<file path="src/rtl/rdt_pkg.sv">
package rdt_pkg;

    // Cause reported with a table update
    typedef enum logic {
        CAUSE_SERVICED = 1'b0,
        CAUSE_LIMIT    = 1'b1
    } end_cause_e;

    // Episode phase of one context
    typedef enum logic {
        CTX_IDLE      = 1'b0,
        CTX_RUNAHEAD  = 1'b1
    } ctx_phase_e;

    // Per-context strobe bundle
    typedef struct packed {
        logic begin_ep;
        logic finish_ep;
        logic retire;
        logic long_load;
        logic limited;
    } ctx_strobe_t;

    function automatic end_cause_e pick_cause(input logic serviced);
        return serviced ? CAUSE_SERVICED : CAUSE_LIMIT;
    endfunction

endpackage

</file>
<file path="src/rtl/rdt_sat_counter.sv">
module rdt_sat_counter #(
    parameter int W = 12
) (
    input  logic         clk,
    input  logic         rst,
    input  logic         clr,
    input  logic         inc,
    output logic [W-1:0] cnt,
    output logic [W-1:0] cnt_next
);
    localparam logic [W-1:0] TOP = '1;

    always_comb begin
        if (clr)
            cnt_next = '0;
        else if (inc && (cnt != TOP))
            cnt_next = cnt + 1'b1;
        else
            cnt_next = cnt;
    end

    always_ff @(posedge clk) begin
        if (rst) cnt <= '0;
        else     cnt <= cnt_next;
    end

    // a saturated count stays saturated until cleared
    p_sat_hold_r3: assert property (@(posedge clk) disable iff (rst)
        (cnt == TOP && !clr) |=> (cnt == TOP));

    // the count never moves by more than one step unless cleared
    p_step_one_r3: assert property (@(posedge clk) disable iff (rst)
        (!clr && cnt != TOP) |=> (cnt == $past(cnt) || cnt == $past(cnt) + 1'b1));

endmodule

</file>
<file path="src/rtl/rdt_limit_check.sv">
module rdt_limit_check #(
    parameter int W = 12
) (
    input  logic         en,
    input  logic [W-1:0] reach,
    input  logic [W-1:0] limit,
    output logic         hit
);
    always_comb begin
        hit = en && (limit != '0) && (reach == limit);
    end
endmodule

</file>
<file path="src/rtl/rdt_ctx_tracker.sv">
module rdt_ctx_tracker
    import rdt_pkg::*;
#(
    parameter int CNT_W = 12,
    parameter int ID_W  = 10
) (
    input  logic              clk,
    input  logic              rst,
    input  ctx_strobe_t       stb,
    input  logic [CNT_W-1:0]  limit_in,
    input  logic [ID_W-1:0]   load_id_in,
    output logic              term_req,
    output logic              upd_valid,
    output logic [CNT_W-1:0]  upd_dist,
    output logic [ID_W-1:0]   upd_id,
    output end_cause_e        upd_cause
);
    ctx_phase_e        phase;
    logic              limited_q;
    logic [CNT_W-1:0]  limit_q;
    logic [CNT_W-1:0]  useful_q;
    logic [CNT_W-1:0]  useful_d;
    logic [ID_W-1:0]   id_q;
    logic [CNT_W-1:0]  cnt;
    logic [CNT_W-1:0]  cnt_next;
    logic              running;
    logic              step;
    logic              hit;
    logic              finish;

    assign running = (phase == CTX_RUNAHEAD) && !stb.begin_ep;
    assign step    = running && stb.retire;

    rdt_sat_counter #(.W(CNT_W)) u_cnt (
        .clk      (clk),
        .rst      (rst),
        .clr      (stb.begin_ep),
        .inc      (step),
        .cnt      (cnt),
        .cnt_next (cnt_next)
    );

    rdt_limit_check #(.W(CNT_W)) u_lim (
        .en    (step && limited_q),
        .reach (cnt_next),
        .limit (limit_q),
        .hit   (hit)
    );

    // Snapshot of the running count at a long-latency load
    always_comb begin
        if (stb.begin_ep)
            useful_d = '0;
        else if (running && stb.long_load)
            useful_d = cnt_next;
        else
            useful_d = useful_q;
    end

    assign finish   = running && (stb.finish_ep || hit);
    assign term_req = hit;

    always_ff @(posedge clk) begin
        if (rst) begin
            phase     <= CTX_IDLE;
            limited_q <= 1'b0;
            limit_q   <= '0;
            id_q      <= '0;
            useful_q  <= '0;
            upd_valid <= 1'b0;
            upd_dist  <= '0;
            upd_id    <= '0;
            upd_cause <= CAUSE_SERVICED;
        end else begin
            useful_q  <= useful_d;
            upd_valid <= finish;
            if (stb.begin_ep) begin
                phase     <= CTX_RUNAHEAD;
                limited_q <= stb.limited;
                limit_q   <= limit_in;
                id_q      <= load_id_in;
            end else if (finish) begin
                phase     <= CTX_IDLE;
            end
            if (finish) begin
                upd_dist  <= useful_d;
                upd_id    <= id_q;
                upd_cause <= pick_cause(stb.finish_ep);
            end
        end
    end

    // a termination request closes the episode
    p_term_closes_r6: assert property (@(posedge clk) disable iff (rst)
        term_req |=> (phase == CTX_IDLE));

    // the termination request is a single-cycle pulse
    p_term_pulse_r6: assert property (@(posedge clk) disable iff (rst)
        term_req |=> !term_req);

    // a limit-caused update follows a termination request
    p_limit_cause_r6: assert property (@(posedge clk) disable iff (rst)
        (upd_valid && upd_cause == CAUSE_LIMIT) |-> $past(term_req));

    // the update strobe is a single-cycle pulse
    p_upd_pulse_r5: assert property (@(posedge clk) disable iff (rst)
        upd_valid |=> !upd_valid);

    // the useful distance never exceeds the running count
    p_useful_le_cnt_r4: assert property (@(posedge clk) disable iff (rst)
        (phase == CTX_RUNAHEAD) |-> (useful_q <= cnt));

    // an idle context not being started produces no update
    p_idle_quiet_r8: assert property (@(posedge clk) disable iff (rst)
        (phase == CTX_IDLE) |=> !upd_valid);

endmodule

</file>
<file path="src/rtl/runahead_distance_tracker.sv">
module runahead_distance_tracker
    import rdt_pkg::*;
#(
    parameter int NUM_CTX = 4,
    parameter int CNT_W   = 12,
    parameter int ID_W    = 10
) (
    input  logic                     clk,
    input  logic                     rst,
    input  logic [NUM_CTX-1:0]       ra_begin,
    input  logic [NUM_CTX-1:0]       ra_finish,
    input  logic [NUM_CTX-1:0]       ra_retire,
    input  logic [NUM_CTX-1:0]       ra_long_load,
    input  logic [NUM_CTX-1:0]       ra_limited,
    input  logic [NUM_CTX*CNT_W-1:0] ra_limit,
    input  logic [NUM_CTX*ID_W-1:0]  ra_load_id,
    output logic [NUM_CTX-1:0]       term_req,
    output logic [NUM_CTX-1:0]       upd_valid,
    output logic [NUM_CTX*CNT_W-1:0] upd_dist,
    output logic [NUM_CTX*ID_W-1:0]  upd_load_id,
    output logic [NUM_CTX-1:0]       upd_cause
);
    for (genvar c = 0; c < NUM_CTX; c++) begin : g_ctx
        ctx_strobe_t stb;
        end_cause_e  cause_w;

        always_comb begin
            stb.begin_ep  = ra_begin[c];
            stb.finish_ep = ra_finish[c];
            stb.retire    = ra_retire[c];
            stb.long_load = ra_long_load[c];
            stb.limited   = ra_limited[c];
        end

        rdt_ctx_tracker #(.CNT_W(CNT_W), .ID_W(ID_W)) u_trk (
            .clk        (clk),
            .rst        (rst),
            .stb        (stb),
            .limit_in   (ra_limit[c*CNT_W +: CNT_W]),
            .load_id_in (ra_load_id[c*ID_W +: ID_W]),
            .term_req   (term_req[c]),
            .upd_valid  (upd_valid[c]),
            .upd_dist   (upd_dist[c*CNT_W +: CNT_W]),
            .upd_id     (upd_load_id[c*ID_W +: ID_W]),
            .upd_cause  (cause_w)
        );

        assign upd_cause[c] = cause_w;
    end

    // no output activity during the cycle after reset
    p_reset_quiet_r1: assert property (@(posedge clk)
        $past(rst) |-> (upd_valid == '0));

endmodule

</file>
<file path="config.mk">
export PLATFORM = sky130hd
export DESIGN_NAME = runahead_distance_tracker
export DESIGN_NICKNAME = d
export VERILOG_FILES = /design/src/rtl/rdt_pkg.sv /design/src/rtl/rdt_sat_counter.sv /design/src/rtl/rdt_limit_check.sv /design/src/rtl/rdt_ctx_tracker.sv /design/src/rtl/runahead_distance_tracker.sv
export SDC_FILE = /design/constraint.sdc
export NUM_CORES = 1
export LEC_CHECK = 0
export BUFFER_PORTS_ARGS = -buffer_cell sky130_fd_sc_hd__buf_2
export CAP_MARGIN = 5
export CELL_PAD_IN_SITES_DETAIL_PLACEMENT = 0
export CELL_PAD_IN_SITES_GLOBAL_PLACEMENT = 1
export CORE_UTILIZATION = 45
export CTS_BUF_LIST = sky130_fd_sc_hd__clkbuf_4 sky130_fd_sc_hd__clkbuf_8
export DETAILED_ROUTE_END_ITERATION = 10
export PLACE_DENSITY_LB_ADDON = 0.1
export SYNTH_ARGS = -nofsm -noshare
export SYNTH_HDL_FRONTEND = slang
export SYNTH_SLANG_ARGS = --single-unit
</file>
<file path="constraint.sdc">
create_clock -name clk -period 7.9 [get_ports clk]
set_clock_uncertainty 0.05 [all_clocks]
set_input_delay 0.79 -clock clk [delete_from_list [all_inputs] [get_ports clk]]
set_output_delay 0.79 -clock clk [all_outputs]
set_load 0.02 [all_outputs]
</file>
==> key figures <==
Die
  • # rows: a little over 60
  • Die X: about 170 um
  • Die H: 174 um
  • Initial Util: approximately 46%
  • Area of the die: about 30000 um2
  • I/O Pins: 210
  • Placeable core area: between 20000 and 30000 um2

Global route
  • Global-route wire length before repair: roughly 56 mm
  • Vias in the first global route: 10500
  • Largest net degree at the start of global routing: ~100
  • Gr usage total: between 20% and 30%
  • Number of antenna violations at the first check in global routing: 3
  • Remaining global-route overflow: 0

Timing
  • Final Setup Violations: 0
  • Max-slew violations: 0
  • Slew @ Worst Pin: about 1.0 ns
  • Setup_tns: 0 ns
  • RSZ-0062 raised after global routing: false
  • Worst setup margin: 2.76 ns
  • Period utilization: between 60% and 70%
  • Rel. slew slack: about a third
  • Min Clock Period, post-route: roughly 5.1 ns
  • Final hold violation count: 0
  • Hold WS: ~0.37 ns
  • Max Fclk: 194 MHz

Detailed routing
  • 1st-pass router iterations: 5
  • Routed vias/inst: 5.45
  • DRT iter0 DRCs: just under 700
  • Vias: between 10000 and 15000
  • Met3 routed WL: ~2.3 mm
  • Met2 WL: between 15 and 20 mm
  • Post-Route WL: 35.3 mm
  • Drt wl/cell: approximately 17 um
  • ANT nets after route: 0
  • Post-route DRC: 0
  • Highest routed layer: met5
  • M1 WL: ~17 mm

Setup path
  • CP Class: in2reg
  • CP endpoint kind: flip-flop
  • Crit start category: primary input
  • CP Max Fanout: slightly above 40
  • WP data required: 8.30 ns
  • CP Data Arrival Time: between 5 and 6 ns

Clock network
  • Clock Tree Root: clkbuf_8
  • # H-tree levels: 2
  • Max clock buf depth: 3
  • Postcts setup bufs: 0
  • Clk slew on worst S/H paths: about 0.06 ns
  • Post-CTS sizing: 0
  • Sink Count: roughly 290
  • Clock Latency Late Sink: 0.58 ns
  • CTS tree: built
  • Number of buffers created by CTS: between 40 and 50
  • Post-cts hold buffer count: 0

Power
  • Sw Share: between 20% and 30%
  • Pwr Density: 202 nW/um2
  • Sequential power share: about half
  • Clock Power Share: between 40% and 50%
  • Leak: roughly 6.5 nW
  • Comb pwr share: 6.7%
  • Worst vdd ir: 0.115 mV
  • Internal power: about 0.0024 W
  • Psw: between 0.0007 and 0.0008 W

Layout
  • Area grow syn2layout: 16.3%
  • Final instance area: approximately 15000 um2
  • Core Util, Final: a little over half
  • Final Net Count: around 1700
  • Layout cells sized above 1: between 20% and 30%

Flow run
  • Max Cap Viol: 0

Yosys
  • Syn Std Cell Area: 13200 um2
  • Post-synth cell types: 94
  • #FFs+latches synth: between 200 and 300
  • Mean post-synth cell area: 9.01 um2
  • Top_reg_cell synth: dfxtp_1
  • Sequential fraction of the synthesis area: a little over two fifths
  • Async S/R FF share, synth: 0%
  • Synth Warn #: 0
  • Synth top cells by count: dfxtp_1 (288), nor2_1 (245), mux2i_1 (127), nand2_1 (86), clkbuf_1 (58)
  • Gate Count Post-Synth: roughly 1500
  • Net Count, Synth: approximately 1600
  • Top post-synthesis cells by area: dfxtp_1 (44%), mux2i_1 (9.6%), nor2_1 (6.9%)
  • Cell with the most instances after synthesis: dfxtp_1
  • Yosys top cell by area: dfxtp_1
  • Post-synth EDFFs: 0
  • Synth top area share: between 40% and 50%

Placement
  • Global placer's final weighted congestion: about 0.87
  • Dpl ws: about 2.2 ns
  • Area post-placement: between 10000 and 15000 um2
  • Number of I/O port buffers: between 200 and 250
  • HPWL Detailed: 24.5 mm

Status
  • Status: complete, no violations

Worst hold path
  • HP Class: in2reg
==> sequential cells by signal (all words and copies together) (netlist names) <==
| register | cells |
|---|---|
| g_ctx.u_trk.id_q | 40 |
| g_ctx.u_trk.limit_q | 48 |
| g_ctx.u_trk.limited_q | 4 |
| g_ctx.u_trk.phase | 4 |
| g_ctx.u_trk.u_cnt.cnt | 48 |
| g_ctx.u_trk.upd_cause | 4 |
| g_ctx.u_trk.upd_dist | 48 |
| g_ctx.u_trk.upd_id | 40 |
| g_ctx.u_trk.upd_valid | 4 |
| g_ctx.u_trk.useful_q | 48 |
==> worst max-delay path: stages <==
cell and delay [ns]:
buf_2 0.42, nand4b_1 0.52, or4_1 0.65, or2_2 0.31, xor2_1 0.21, o22ai_1 0.14, a2111oi_0 0.43, nand4_1 0.80
nand2_1 0.84, mux2_2 0.41
==> cells by family after synthesis <==
family                   after synthesis  share of synthesized area, %
AND/OR/NAND/NOR                      613                          23.0
flip-flops                           288                          43.5
AO/OA/AOI/OAI                        241                          13.4
multiplexers                         166                          13.2
buffers and inverters                129                          4.40
XOR/XNOR                              29                          2.13
adder cells (fa/ha/maj)                4                         0.378
==> area by class of cell <==
cell class,count,area (um2)
Antenna cell,1,2.50
Clock buffer,77,985
Clock inverter,10,55.1
Fill cell,2808,13500
Inverter,26,97.6
Multi-Input combinational cell,1053,6900
Sequential cell,288,5770
Tap cell,384,480
Timing Repair Buffer,217,1110
==> stage by stage <==
stage,std cells,power (W)
6_report,2056,0.00311
5_1_grt,2056,0.00325
4_1_cts,2055,0.00316
3_5_place_dp,1968,0.00176
3_3_place_gp,1968,0.00175
2_1_floorplan,1470,0.00168
==> per-layer routing <==
| metal | global-route usage [%] | vias to the layer above |
|---|---|---|
| met5 | 0 | - |
| met4 | 6.16 | 2 |
| met3 | 5.81 | 49 |
| met2 | 36.3 | 320 |
| met1 | 31.2 | 5232 |
| li1 | - | 5603 |
==> cells in the final DEF, fill, tap and decap left out, drive strengths merged, types with 24 or more instances in the layout <==
cell,n
dfxtp,288
nor2,245
buf,217
mux2i,127
nand2,87
clkbuf,77
a21oi,56
nor2b,50
nand3,47
mux2,39
nor3,34
a31oi,28
a211oi,28
nand4,27
inv,26
and3,24
==> worst paths after layout <==
| path | start | endpoint | slack [ns] | depth (start not counted) |
|---|---|---|---|---|
| min | ra_finish[3] | g_ctx[3].u_trk.upd_cause | 0.37 | 2 |
| max reg2reg | g_ctx[1].u_trk.u_cnt.cnt[0] | g_ctx[1].u_trk.upd_dist[9] | 2.95 | 10 |
| max | ra_begin[1] | g_ctx[1].u_trk.upd_dist[9] | 2.76 | 10 |
| min reg2reg | g_ctx[3].u_trk.id_q[4] | g_ctx[3].u_trk.upd_id[4] | 0.40 | 2 |
==> power by group through the flow <==
stage	Clock (W)	Combinational, W	Sequential [W]
finish	0.00139	0.000208	0.00152
global route	0.00150	0.000230	0.00152
CTS	0.00143	0.000210	0.00152
detailed placement	0	0.000209	0.00155
global placement	0	0.000206	0.00155
floorplan	0	0.000142	0.00154
Power figures use the tool's default switching activity.
